==> config.mk <==
export PLATFORM = sky130hd
export DESIGN_NAME = irq_router
export DESIGN_NICKNAME = d
export VERILOG_FILES = /design/src/rtl/irq_router_pkg.sv /design/src/rtl/irq_router_ctrl.sv /design/src/rtl/irq_router_dp.sv /design/src/rtl/irq_router.sv
export SDC_FILE = /design/constraint.sdc
export NUM_CORES = 1
export LEC_CHECK = 0
export ABC_AREA = 1
export ABC_CLOCK_PERIOD_IN_PS = 4330
export BUFFER_PORTS_ARGS = -buffer_cell sky130_fd_sc_hd__buf_4
export CORE_MARGIN = 2
export CORE_UTILIZATION = 45
export CTS_BUF_LIST = sky130_fd_sc_hd__clkbuf_8
export DETAILED_ROUTE_END_ITERATION = 8
export SYNTH_ARGS = -nofsm -noshare
export SYNTH_HDL_FRONTEND = slang
export SYNTH_SLANG_ARGS = --single-unit
==> constraint.sdc <==
create_clock -name clk -period 4.33 [get_ports clk]
set_input_delay 0.6495 -clock clk [delete_from_list [all_inputs] [get_ports clk]]
set_output_delay 0.6495 -clock clk [all_outputs]
set_load 0.01 [all_outputs]
==> src/rtl/irq_router_pkg.sv <==
package irq_router_pkg;
  localparam int PIN_CNT   = 8;
  localparam int PIN_IDX_W = $clog2(PIN_CNT);
  localparam int ENTRY_W   = 64;
  localparam int VEC_W     = 8;
  localparam int DEST_W    = 8;
  localparam int DLV_W     = 3;

  // field positions inside a routing entry
  localparam int VEC_LSB   = 0;
  localparam int DLV_LSB   = 8;
  localparam int DMODE_BIT = 11;
  localparam int POL_BIT   = 13;
  localparam int RIRR_BIT  = 14;
  localparam int TRIG_BIT  = 15;
  localparam int MASK_BIT  = 16;
  localparam int DEST_LSB  = ENTRY_W - DEST_W;

  localparam logic [ENTRY_W-1:0] ENTRY_RESET = ENTRY_W'(1) << MASK_BIT;

  // strobes from control to datapath
  typedef struct packed {
    logic                 fire;
    logic [PIN_IDX_W-1:0] selIdx;
    logic [PIN_CNT-1:0]   eoiClr;
  } ctrlStrobe_t;
endpackage

==> src/rtl/irq_router_ctrl.sv <==
module irq_router_ctrl
  import irq_router_pkg::*;
(
  input  logic                          clk,
  input  logic                          rstN,
  input  logic [PIN_CNT-1:0]            pendVec,
  input  logic [PIN_CNT-1:0]            maskVec,
  input  logic [PIN_CNT-1:0]            trigVec,
  input  logic [PIN_CNT-1:0]            rirrVec,
  input  logic [PIN_CNT-1:0][VEC_W-1:0] vecTab,
  input  logic                          eoiValid,
  input  logic [VEC_W-1:0]              eoiVector,
  output ctrlStrobe_t                   strobe
);
  logic [PIN_CNT-1:0] deliverable;
  logic [PIN_CNT-1:0] eoiHit;

  // an entry may fire when pending, unmasked, and not blocked by remote pending
  assign deliverable = pendVec & ~maskVec & ~(trigVec & rirrVec);

  always_comb begin
    strobe.selIdx = '0;
    for (int i = PIN_CNT - 1; i >= 0; i--) begin
      if (deliverable[i]) strobe.selIdx = PIN_IDX_W'(i);
    end
  end
  assign strobe.fire = |deliverable;

  for (genvar g = 0; g < PIN_CNT; g++) begin : g_eoi
    assign eoiHit[g] = eoiValid && rirrVec[g] && (vecTab[g] == eoiVector);
  end
  assign strobe.eoiClr = eoiHit;

  // masked entries never selected
  p_mask_block_r8: assert property (@(posedge clk) disable iff (!rstN)
    strobe.fire |-> !maskVec[strobe.selIdx]);
  // level entry with remote pending never selected
  p_rirr_block_r5: assert property (@(posedge clk) disable iff (!rstN)
    strobe.fire |-> !(trigVec[strobe.selIdx] && rirrVec[strobe.selIdx]));
  // nothing with a lower index was deliverable
  p_lowest_first_r9: assert property (@(posedge clk) disable iff (!rstN)
    strobe.fire |-> ((pendVec & ~maskVec & ~(trigVec & rirrVec)
                      & ((PIN_CNT'(1) << strobe.selIdx) - PIN_CNT'(1))) == '0));
  // a clear only targets entries holding the remote-pending bit
  p_eoi_target_r6: assert property (@(posedge clk) disable iff (!rstN)
    (strobe.eoiClr & ~rirrVec) == '0);
endmodule

==> src/rtl/irq_router_dp.sv <==
module irq_router_dp
  import irq_router_pkg::*;
(
  input  logic                          clk,
  input  logic                          rstN,
  input  logic [PIN_CNT-1:0]            pinIn,
  input  logic                          regWrEn,
  input  logic [PIN_IDX_W-1:0]          regAddr,
  input  logic [ENTRY_W-1:0]            regWrData,
  output logic [ENTRY_W-1:0]            regRdData,
  input  ctrlStrobe_t                   strobe,
  output logic [PIN_CNT-1:0]            pendVec,
  output logic [PIN_CNT-1:0]            maskVec,
  output logic [PIN_CNT-1:0]            trigVec,
  output logic [PIN_CNT-1:0]            rirrVec,
  output logic [PIN_CNT-1:0][VEC_W-1:0] vecTab,
  output logic                          msgValid,
  output logic [VEC_W-1:0]              msgVector,
  output logic [DEST_W-1:0]             msgDest,
  output logic                          msgDestMode,
  output logic [DLV_W-1:0]              msgDelMode,
  output logic                          msgTrigger
);
  logic [ENTRY_W-1:0] entryQ [PIN_CNT];
  logic [ENTRY_W-1:0] entryNxt [PIN_CNT];
  logic [PIN_CNT-1:0] actNow;
  logic [PIN_CNT-1:0] actQ;
  logic [PIN_CNT-1:0] edgePendQ;
  logic [PIN_CNT-1:0] selHot;
  logic [ENTRY_W-1:0] selEntry;

  assign selHot = strobe.fire ? (PIN_CNT'(1) << strobe.selIdx) : '0;

  for (genvar g = 0; g < PIN_CNT; g++) begin : g_entry
    assign actNow[g]  = pinIn[g] ^ entryQ[g][POL_BIT];
    assign maskVec[g] = entryQ[g][MASK_BIT];
    assign trigVec[g] = entryQ[g][TRIG_BIT];
    assign rirrVec[g] = entryQ[g][RIRR_BIT];
    assign vecTab[g]  = entryQ[g][VEC_LSB +: VEC_W];
    assign pendVec[g] = entryQ[g][TRIG_BIT] ? actQ[g] : edgePendQ[g];

    always_comb begin
      entryNxt[g] = entryQ[g];
      if (regWrEn && (regAddr == PIN_IDX_W'(g))) begin
        entryNxt[g] = regWrData;
        entryNxt[g][RIRR_BIT] = entryQ[g][RIRR_BIT];
      end
      if (selHot[g] && entryQ[g][TRIG_BIT]) entryNxt[g][RIRR_BIT] = 1'b1;
      if (strobe.eoiClr[g]) entryNxt[g][RIRR_BIT] = 1'b0;
    end

    always_ff @(posedge clk) begin
      if (!rstN) begin
        entryQ[g]    <= ENTRY_RESET;
        actQ[g]      <= 1'b0;
        edgePendQ[g] <= 1'b0;
      end else begin
        entryQ[g] <= entryNxt[g];
        actQ[g]   <= actNow[g];
        if (actNow[g] && !actQ[g]) edgePendQ[g] <= 1'b1;
        else if (selHot[g])         edgePendQ[g] <= 1'b0;
      end
    end

    // a level delivery leaves the remote-pending bit set
    p_level_sets_rirr_r5: assert property (@(posedge clk) disable iff (!rstN)
      (selHot[g] && trigVec[g]) |=> rirrVec[g]);
    // a matched broadcast leaves the bit clear
    p_eoi_clears_r6: assert property (@(posedge clk) disable iff (!rstN)
      strobe.eoiClr[g] |=> !rirrVec[g]);
    // a write alone never moves the bit
    p_rirr_readonly_r10: assert property (@(posedge clk) disable iff (!rstN)
      (regWrEn && regAddr == PIN_IDX_W'(g) && !selHot[g] && !strobe.eoiClr[g])
        |=> $stable(rirrVec[g]));
  end

  assign selEntry  = entryQ[strobe.selIdx];
  assign regRdData = entryQ[regAddr];

  always_ff @(posedge clk) begin
    if (!rstN) begin
      msgValid    <= 1'b0;
      msgVector   <= '0;
      msgDest     <= '0;
      msgDestMode <= 1'b0;
      msgDelMode  <= '0;
      msgTrigger  <= 1'b0;
    end else begin
      msgValid <= strobe.fire;
      if (strobe.fire) begin
        msgVector   <= selEntry[VEC_LSB +: VEC_W];
        msgDest     <= selEntry[DEST_LSB +: DEST_W];
        msgDestMode <= selEntry[DMODE_BIT];
        msgDelMode  <= selEntry[DLV_LSB +: DLV_W];
        msgTrigger  <= selEntry[TRIG_BIT];
      end
    end
  end

  // every selection yields exactly one message the next cycle
  p_msg_follows_r4: assert property (@(posedge clk) disable iff (!rstN)
    strobe.fire |=> msgValid);
  p_no_spurious_msg_r4: assert property (@(posedge clk) disable iff (!rstN)
    !strobe.fire |=> !msgValid);
endmodule

==> src/rtl/irq_router.sv <==
module irq_router
  import irq_router_pkg::*;
(
  input  logic                 clk,
  input  logic                 rstN,
  input  logic [PIN_CNT-1:0]   pinIn,
  input  logic                 regWrEn,
  input  logic [PIN_IDX_W-1:0] regAddr,
  input  logic [ENTRY_W-1:0]   regWrData,
  output logic [ENTRY_W-1:0]   regRdData,
  input  logic                 eoiValid,
  input  logic [VEC_W-1:0]     eoiVector,
  output logic                 msgValid,
  output logic [VEC_W-1:0]     msgVector,
  output logic [DEST_W-1:0]    msgDest,
  output logic                 msgDestMode,
  output logic [DLV_W-1:0]     msgDelMode,
  output logic                 msgTrigger
);
  ctrlStrobe_t                   strobe;
  logic [PIN_CNT-1:0]            pendVec;
  logic [PIN_CNT-1:0]            maskVec;
  logic [PIN_CNT-1:0]            trigVec;
  logic [PIN_CNT-1:0]            rirrVec;
  logic [PIN_CNT-1:0][VEC_W-1:0] vecTab;

  irq_router_ctrl i_ctrl (
    .clk       (clk),
    .rstN      (rstN),
    .pendVec   (pendVec),
    .maskVec   (maskVec),
    .trigVec   (trigVec),
    .rirrVec   (rirrVec),
    .vecTab    (vecTab),
    .eoiValid  (eoiValid),
    .eoiVector (eoiVector),
    .strobe    (strobe)
  );

  irq_router_dp i_dp (
    .clk         (clk),
    .rstN        (rstN),
    .pinIn       (pinIn),
    .regWrEn     (regWrEn),
    .regAddr     (regAddr),
    .regWrData   (regWrData),
    .regRdData   (regRdData),
    .strobe      (strobe),
    .pendVec     (pendVec),
    .maskVec     (maskVec),
    .trigVec     (trigVec),
    .rirrVec     (rirrVec),
    .vecTab      (vecTab),
    .msgValid    (msgValid),
    .msgVector   (msgVector),
    .msgDest     (msgDest),
    .msgDestMode (msgDestMode),
    .msgDelMode  (msgDelMode),
    .msgTrigger  (msgTrigger)
  );
endmodule

## Yosys cells after proc, flatten, opt, wreduce, memory -nomap -nowiden

Memories as Yosys holds them, arrays and structs flattened. A register that Yosys moved wholly into a read port is not among the register bits.
Cells that the tools add are included.

| storage, ports and cells | value |
|---|---|
| input port bits | 87 |
| memory bits (writable) | 512 |
| word-level logic and storage cells | 181 |
| memories kept | 1 |
| output and inout port bits | 86 |
| register bits after elaboration | 17 |

| operators by class | value |
|---|---|
| shift operators | 1 |
| eq/ne operators | 15 |
| muxes and demuxes | 67 |
| bitwise logic cells | 21 |
| reductions and logical operators | 59 |

Memory list:

| memory | words | bits a word | read ports | clocked after Yosys merged registers in | write ports | RTL line | text |
|---|---|---|---|---|---|---|---|
| i_dp.entryQ | 8 | 64 | 10 | 1 | 8 | irq_router_dp.sv:24 | `logic [ENTRY_W-1:0] entryQ [PIN_CNT];` |

Operators by type and width:

| cell | number |
|---|---|
| 64-bit 2-to-1 mux | 16 |
| 8-bit equality test | 8 |
| 1-bit 2-to-1 mux | 42 |
| 1-bit logical AND | 40 |
| 8-bit AND | 3 |
| 3-bit 2-to-1 mux | 8 |
| 8-bit NOT | 2 |
| 2-bit nonzero test | 8 |
| 3-bit equality test (second input constant) | 4 |
| 1-bit logical NOT | 9 |
| 8-bit 2-to-1 mux | 1 |
| 1-bit OR | 8 |
| 8-bit OR reduction | 1 |
| 1-bit by 3-bit left shift with 8-bit output (first input constant) | 1 |
| 1-bit XOR | 8 |
| 3-bit by 2-bit equality test with 1-bit output (second input constant) | 2 |
| 3-bit by 1-bit equality test with 1-bit output (second input constant) | 1 |
| 3-bit logical NOT | 1 |

## Depth between registers and ports, before layout

Gate-level depths: netlist (run 1).

| depth | value |
|---|---|
| depth in word-level cells | 17 |
| depth in mapped cells | 19 |
| mapped depth without buffers | 18 |

## By module

A second synthesis (run 1) with hierarchy kept.

| unflattened totals | value |
|---|---|
| cell total of the unflattened synthesis | 4,016 |
| area total of the unflattened synthesis | 26,013.7 µm² |

By module, submodules not included:

| module | area an instance (µm²) | seq. area each (µm²) | cells each | instances |
|---|---|---|---|---|
| irq_router_dp | 24,957.7 | 11,010.6 | 3,830 | 1 |
| irq_router_ctrl | 1,056.0 | 0.0 | 186 | 1 |

## Least setup slack after synthesis (run 1)

Ideal clock, no wire load.

| timing | value |
|---|---|
| path type | input to output |
| start point | input regAddr[0] |
| end point | output regRdData[17] |
| slack | 1.675 ns |
| buffers on the path | 3 |
| cell stages on the path | 6 |
| arrival time | 2.006 ns |
| required time | 3.681 ns |
| path through | nor2_1 clkbuf_1 clkbuf_1 buf_1 a22oi_1 a31oi_1 |

| on the way | value |
|---|---|
| word-level cells in the longest chain between the ends | 1 |

RTL lines:

| element | RTL line | text |
|---|---|---|
| from (decl) | irq_router.sv:8 | `input logic [PIN_IDX_W-1:0] regAddr,` |
| memory read 8 x 64 bit | -- |  |
| to (decl) | irq_router.sv:10 | `output logic [ENTRY_W-1:0] regRdData,` |

Every way passes these cells.

## Final worst setup path (run 1)

| timing | value |
|---|---|
| start point | input regAddr[0] |
| end point | output regRdData[34] |

Same word-level chain as after synthesis.

==> out/metrics.json, run 1 <==
{
  "ys_warn_count": {"value": 0},
  "ys_dominant_reg_cell": {"value": "sky130_fd_sc_hd__dfxtp_1"},
  "final_period_minus_worst_setup_slack": {"value": 3270, "unit": "ps"},
  "worst_setup_hold_path_clk_slew": {"value": 50, "unit": "ps"},
  "post-cts-setup-buffer-count": {"value": 0},
  "final_critical_path_setup_slack": {"value": 1060, "unit": "ps"},
  "post-place-ws": {"value": 1130, "unit": "ps"},
  "worstPathCellList": {"value": "buf_4 > inv_2 > nor2_4 > buf_4 > a221oi_1 > o21ai_0 > buf_4"},
  "critPathSlowestCell": {"value": "sky130_fd_sc_hd__buf_4"},
  "detailed_place.area": {"value": 0.0259, "unit": "mm^2"},
  "place_congestion": {"value": 0.917},
  "setup_viol": {"value": 0},
  "cts_hold_buf": {"value": 0},
  "placement.io_buffers": {"value": 171},
  "mappedNetlistNets": {"value": 3566},
  "ir_worst_vdd": {"value": 0.234, "unit": "mV"},
  "detailed_place_hpwl": {"value": 49.6, "unit": "mm"},
  "rows": {"value": 85},
  "yosys-top-cells-area": {"value": "sky130_fd_sc_hd__dfxtp_1 (45%), sky130_fd_sc_hd__nor2_1 (12%), sky130_fd_sc_hd__o21ai_0 (12%), sky130_fd_sc_hd__nand2_1 (6.8%), sky130_fd_sc_hd__a21oi_1 (5.5%)"},
  "synth.lib_cells_used.distinct": {"value": 39},
  "synthesis.area_per_instance": {"value": 7.00, "unit": "um^2"},
  "worst-endpoint-required": {"value": 3680, "unit": "ps"},
  "critPathArrivalTime": {"value": 2620, "unit": "ps"},
  "via_count": {"value": 24600},
  "achievable-frequency": {"value": 306, "unit": "MHz"},
  "min_period_over_period": {"value": 75.6, "unit": "%"},
  "min-delay-path-class": {"value": "input port to flip-flop"},
  "globalRouteOverflowTotal": {"value": 0},
  "coreArea": {"value": 0.0536, "unit": "mm^2"},
  "route.final.wire_length": {"value": 88.1, "unit": "mm"},
  "floorplan.io_pins": {"value": 173},
  "cp_max_fo": {"value": 49},
  "area_delta_synth_final": {"value": 14.0, "unit": "%"},
  "drt-initial-drc-count": {"value": 2595},
  "synth_top_area_share": {"value": 45.2, "unit": "%"},
  "track_usage": {"value": 30.7, "unit": "%"},
  "cts.htree.levels": {"value": 3},
  "synthesis.area": {"value": 0.0243, "unit": "mm^2"},
  "rr_worst_depth": {"value": 14},
  "critical_path.startpoint_type": {"value": "input port"},
  "synth_enable_flop_cells": {"value": 0},
  "sequential_fraction_of_the_synthesis_area": {"value": 45.2, "unit": "%"},
  "drv_cap": {"value": 0},
  "synthDominantAreaCellType": {"value": "sky130_fd_sc_hd__dfxtp_1"},
  "clock-root-buffer": {"value": "sky130_fd_sc_hd__clkbuf_8"},
  "yosys_reg_bits": {"value": 550},
  "run_status": {"value": "complete, no violations"},
  "max_slew_margin": {"value": 7.74, "unit": "%"},
  "design.die.area": {"value": 0.0560, "unit": "mm^2"},
  "clock-skew-final": {"value": 30.5, "unit": "ps"},
  "tritoncts_clock_tree": {"value": "built"},
  "static-leakage-power": {"value": 11.4, "unit": "nW"},
  "most_instantiated_library_cell_after_synthesis": {"value": "sky130_fd_sc_hd__nor2_1"},
  "clock_tree.buffer_depth": {"value": 3},
  "slew_viol_final": {"value": 0},
  "viasPerCell": {"value": 5.77},
  "power.density_cell_area": {"value": 403, "unit": "mW/mm^2"},
  "starting_density_of_the_core": {"value": 45.4, "unit": "%"},
  "worst_skew_pair.late_latency": {"value": 710, "unit": "ps"},
  "worst_hold_startpoint": {"value": "pinIn[0]"},
  "nNetsFinal": {"value": 3584},
  "design_area": {"value": 0.0277, "unit": "mm^2"},
  "critical_path.reg2reg.startpoint": {"value": "i_dp.entryQ[0][14]"},
  "grt_start_max_net_pins": {"value": 295},
  "report.final.hold_viol_count": {"value": 0},
  "finalSetupTns": {"value": 0, "unit": "ps"},
  "worst_max_slew_pin_slew": {"value": 1380, "unit": "ps"},
  "route.antenna.remaining_nets": {"value": 0},
  "first_global_vias": {"value": 23700},
  "post_synth_inst_count": {"value": 3479},
  "antenna_violations_before_repair": {"value": 5},
  "cpPeakStageDelay": {"value": 660, "unit": "ps"},
  "die_h": {"value": 237, "unit": "um"},
  "timing.rr.end": {"value": "i_dp.msgVector[4]"},
  "cts-resized-gates": {"value": 0},
  "cts.sink_count": {"value": 550},
  "drt_pass1_iterations": {"value": 8},
  "drt_drc_violations_left": {"value": 0},
  "horizontal_die_dimension": {"value": 237, "unit": "um"},
  "timing.reg2reg.setup_slack": {"value": 1460, "unit": "ps"},
  "routed_wire_length_per_instance": {"value": 20.7, "unit": "um"},
  "crit_path_end_kind": {"value": "output pin"},
  "worstHoldPathCells": {"value": 3},
  "grt_first_pass_wirelength": {"value": 135, "unit": "mm"},
  "startpoint_to_endpoint_class_of_the_critical_path": {"value": "input port to output pin"},
  "drive_gt1_share": {"value": 11.2, "unit": "%"},
  "hold_path_end": {"value": "i_dp.actQ[0]"},
  "ys_top_cells_by_count": {"value": "sky130_fd_sc_hd__nor2_1 (775), sky130_fd_sc_hd__o21ai_0 (566), sky130_fd_sc_hd__dfxtp_1 (550)"},
  "rsz0062_at_grt": {"value": "false"},
  "cts-buffers-inserted": {"value": 95},
  "timing.critical_path.mode_cell": {"value": "sky130_fd_sc_hd__buf_4"},
  "ys_async_sr_fraction": {"value": 0, "unit": "%"}
}
[where the power goes]
| part | switching [mW] | internal [mW] |
|---|---|---|
| clock network | 2.18 | 2.49 |
| logic | 0.806 | 0.354 |
| registers | 0.101 | 5.25 |
| total | 3.09 | 8.10 |
[worst max-delay path by stage]
stage / start / end / slack [ps] / cells after the start
after floorplan: regAddr[0] / regRdData[17] / 1670 / 6
after global placement: regAddr[0] / regRdData[38] / 1170 / 7
after detailed placement: regAddr[2] / i_dp.entryQ[2][62] / 1130 / 8
after CTS: regAddr[0] / regRdData[4] / 1150 / 9
after global routing: regAddr[0] / regRdData[38] / 1050 / 7
final: regAddr[0] / regRdData[34] / 1060 / 7
[per-layer routing]
metal / global-route usage, % / up-vias / part of all wire (%)
met3: 5.53 / 206 / 8.4
met5: 0 / - / 0.076
met1: 40.6 / 11600 / 43
met4: 12.3 / 8 / 2.9
li1: - / 11600 / -
met2: 49.6 / 1145 / 46
[worst max-delay path, delay by kind of cell]
family                 cells  cell delay [ps]
AND/OR/NAND/NOR            1              160
buffers and inverters      4             1090
AO/OA/AOI/OAI              2              720
[area by class of cell]
type / count / area (um^2)
clock buffers: 118 / 1620
flip-flops and latches: 550 / 11000
repair buffers: 222 / 1800
clock inverters: 42 / 215
inverters: 202 / 767
diodes: 1 / 2.50
fillers: 5241 / 25900
well taps: 696 / 871
multi-input cells: 2426 / 11500
[stage by stage]
| stage | std cells | hold slack (ps) | utilization (%) | power [mW] |
|---|---|---|---|---|
| after global routing | 4257 | 220 | 51.8 | 11.6 |
| after detailed placement | 4096 | 443 | 48.3 | 6.59 |
| after global placement | 4096 | 439 | 48.3 | 6.56 |
| after floorplan | 3479 | 430 | - | 6.11 |
| final | 4257 | 228 | 51.8 | 11.2 |
| after CTS | 4256 | 190 | 51.8 | 11.2 |
[cells by family after synthesis]
group | after synthesis | share of synthesized area, %
flip-flops | 550 | 45.2
XOR/XNOR | 29 | 1.04
AO/OA/AOI/OAI | 1076 | 24.5
AND/OR/NAND/NOR | 1321 | 21.2
buffers and inverters | 503 | 8.03
[flip-flops by register name, summed over array words and instances (netlist names)]
register          cells
i_dp.msgTrigger       1
i_dp.msgValid         1
i_dp.edgePendQ        8
i_dp.msgDelMode       3
i_dp.msgDestMode      1
i_dp.msgDest          8
i_dp.msgVector        8
i_dp.entryQ         512
i_dp.actQ             8
[cells in the final DEF (no fill, tap or decap), drive strengths merged, types with 16 or more instances in the layout]
cell,instances
o21ai,578
o2111ai,21
a21oi,270
o22ai,55
clkbuf,118
clkinv,20
a22oi,42
inv,221
nand3,62
nand4,23
a31oi,24
nand2,447
xnor2,16
nor2,779
a221oi,43
a211oi,22
dfxtp,550
buf,222
(Power assumes the default switching activity.)
==> inputs of run 2 (changes only) <==
--- a/config.mk
+++ b/config.mk
@@ -6,7 +6,7 @@
 export NUM_CORES = 1
 export LEC_CHECK = 0
 export ABC_AREA = 1
-export ABC_CLOCK_PERIOD_IN_PS = 4330
+export ABC_CLOCK_PERIOD_IN_PS = 3450
 export BUFFER_PORTS_ARGS = -buffer_cell sky130_fd_sc_hd__buf_4
 export CORE_MARGIN = 2
 export CORE_UTILIZATION = 45
==> constraint.sdc (replaced) <==
create_clock -name clk -period 3.45 [get_ports clk]
set_input_delay 0.5175 -clock clk [delete_from_list [all_inputs] [get_ports clk]]
set_output_delay 0.5175 -clock clk [all_outputs]
set_load 0.01 [all_outputs]
==> out/metrics.json, run 2 (same netlist as run 1, synthesis figures left out) <==
{
  "run_status": {"value": "complete, no violations"},
  "drt_pass1_iterations": {"value": 5},
  "clock-root-buffer": {"value": "sky130_fd_sc_hd__clkbuf_8"},
  "drt-initial-drc-count": {"value": 2314},
  "power.density_cell_area": {"value": 507, "unit": "mW/mm^2"},
  "slew_viol_final": {"value": 0},
  "critPathArrivalTime": {"value": 2370, "unit": "ps"},
  "route.antenna.remaining_nets": {"value": 0},
  "worst_skew_pair.late_latency": {"value": 690, "unit": "ps"},
  "route.final.wire_length": {"value": 87.9, "unit": "mm"},
  "critical_path.startpoint_type": {"value": "input port"},
  "cts_hold_buf": {"value": 0},
  "area_delta_synth_final": {"value": 15.1, "unit": "%"},
  "static-leakage-power": {"value": 11.5, "unit": "nW"},
  "cts-resized-gates": {"value": 0},
  "critPathSlowestCell": {"value": "sky130_fd_sc_hd__inv_2"},
  "achievable-frequency": {"value": 346, "unit": "MHz"},
  "grt_first_pass_wirelength": {"value": 134, "unit": "mm"},
  "detailed_place_hpwl": {"value": 50.3, "unit": "mm"},
  "insertedDiodeCount": {"value": 0},
  "viasPerCell": {"value": 5.73},
  "max_slew_margin": {"value": 22.0, "unit": "%"},
  "utilization": {"value": 52.3, "unit": "%"},
  "place_congestion": {"value": 0.915},
  "post-cts-setup-buffer-count": {"value": 0},
  "track_usage": {"value": 30.6, "unit": "%"},
  "design.die.area": {"value": 0.0560, "unit": "mm^2"},
  "final_period_minus_worst_setup_slack": {"value": 2890, "unit": "ps"},
  "report.final.hold_viol_count": {"value": 0},
  "cpPeakStageDelay": {"value": 390, "unit": "ps"},
  "worst_max_slew_pin_slew": {"value": 1170, "unit": "ps"},
  "grt_start_max_net_pins": {"value": 281},
  "cp.buffers_inverters": {"value": 4},
  "starting_density_of_the_core": {"value": 45.4, "unit": "%"},
  "finalSetupTns": {"value": 0, "unit": "ps"},
  "rows": {"value": 85},
  "drt_drc_violations_left": {"value": 0},
  "coreArea": {"value": 0.0536, "unit": "mm^2"},
  "drv_cap": {"value": 0},
  "largest_register": {"value": "i_dp.entryQ"},
  "nNetsFinal": {"value": 3592},
  "cts.sink_count": {"value": 550},
  "final_cell_mix": {"value": "sky130_fd_sc_hd__nor2_1 (764), sky130_fd_sc_hd__o21ai_0 (566), sky130_fd_sc_hd__dfxtp_1 (550)"},
  "antenna_violations_before_repair": {"value": 4},
  "cp_max_fo": {"value": 38},
  "startpoint_to_endpoint_class_of_the_critical_path": {"value": "input port to output pin"},
  "min_period_over_period": {"value": 83.7, "unit": "%"},
  "horizontal_die_dimension": {"value": 237, "unit": "um"},
  "timing.critical_path.mode_cell": {"value": "sky130_fd_sc_hd__buf_4"},
  "cts-buffers-inserted": {"value": 94},
  "setup_viol": {"value": 0},
  "worstPathCellList": {"value": "buf_4 > nand2_4 > inv_2 > buf_12 > nand2_1 > nand3_1 > a211oi_1 > a31oi_1 > buf_4"},
  "min-delay-path-class": {"value": "input port to flip-flop"},
  "clock-skew-final": {"value": 17.4, "unit": "ps"},
  "first_global_vias": {"value": 23300},
  "delay_heaviest_family_cp": {"value": "buffers and inverters"},
  "globalRouteOverflowTotal": {"value": 0},
  "placement.io_buffers": {"value": 171},
  "floorplan.io_pins": {"value": 173},
  "largest_reg_flops": {"value": 512},
  "rsz0062_at_grt": {"value": "false"},
  "worst-endpoint-required": {"value": 2930, "unit": "ps"},
  "cts.htree.levels": {"value": 3},
  "ir_worst_vdd": {"value": 0.287, "unit": "mV"},
  "tritoncts_clock_tree": {"value": "built"},
  "most_common_cell_after_layout_fill_and_taps_aside": {"value": "sky130_fd_sc_hd__nor2_1"},
  "drive_gt1_share": {"value": 11.4, "unit": "%"},
  "crit_path_end_kind": {"value": "output pin"},
  "clock_tree.buffer_depth": {"value": 3},
  "via_count": {"value": 24500},
  "worst_setup_hold_path_clk_slew": {"value": 50, "unit": "ps"},
  "die_h": {"value": 237, "unit": "um"},
  "routed_wire_length_per_instance": {"value": 20.6, "unit": "um"}
}
-- run 2: per-stage QoR --
| stage | std cells | worst slack [ps] | area [um^2] | hold WS [ps] | total power, mW |
|---|---|---|---|---|---|
| floorplan | 3479 | 1060 | 24300 | 430 | 7.67 |
| global placement | 4105 | 590 | 26100 | 439 | 8.26 |
| detailed placement | 4105 | 582 | 26100 | 444 | 8.29 |
| CTS | 4273 | 581 | 28000 | 59.9 | 14.3 |
| global route | 4273 | 531 | 28000 | 97.4 | 14.7 |
| finish | 4273 | 561 | 28000 | 102 | 14.2 |
-- run 2: metal layers --
| metal | part of all wire [%] | global-route usage, % |
|---|---|---|
| met5 | 0.056 | 0 |
| met4 | 3.4 | 12.0 |
| met3 | 7.7 | 5.36 |
| met2 | 45 | 48.8 |
| met1 | 44 | 41.2 |
-- run 2: power breakdown --
part | switching, mW | total, mW | internal [mW]
sequential | 0.127 | 6.71 | 6.58
clock | 2.70 | 6.02 | 3.32
combinational | 1.01 | 1.47 | 0.461
total | 3.84 | 14.2 | 10.4
-- run 2: worst paths after layout --
path                                          from                 to  slack [ps]  cells past startpoint
worst min register to register   i_dp.msgVector[6]  i_dp.msgVector[6]         450                      2
worst max-delay path                    regAddr[1]      regRdData[55]         560                      9
worst max register to register  i_dp.entryQ[1][14]  i_dp.msgVector[2]         910                     15
worst min-delay path                      pinIn[7]       i_dp.actQ[7]         100                      3
-- run 2: worst reg2reg max path, delay by kind of cell (launching register included) --
kind,cells,cell delay [ps]
compound gates,4,550
buf+inv,3,490
flops,1,380
simple gates,8,1070
-- run 2: layout make-up --
cell class	count	area [um^2]
fillers	5219	25600
clock inverters	45	241
multi-input cells	2426	11500
flip-flops and latches	550	11000
clock buffers	123	1690
inverters	202	767
repair buffers	231	1970
well taps	696	871
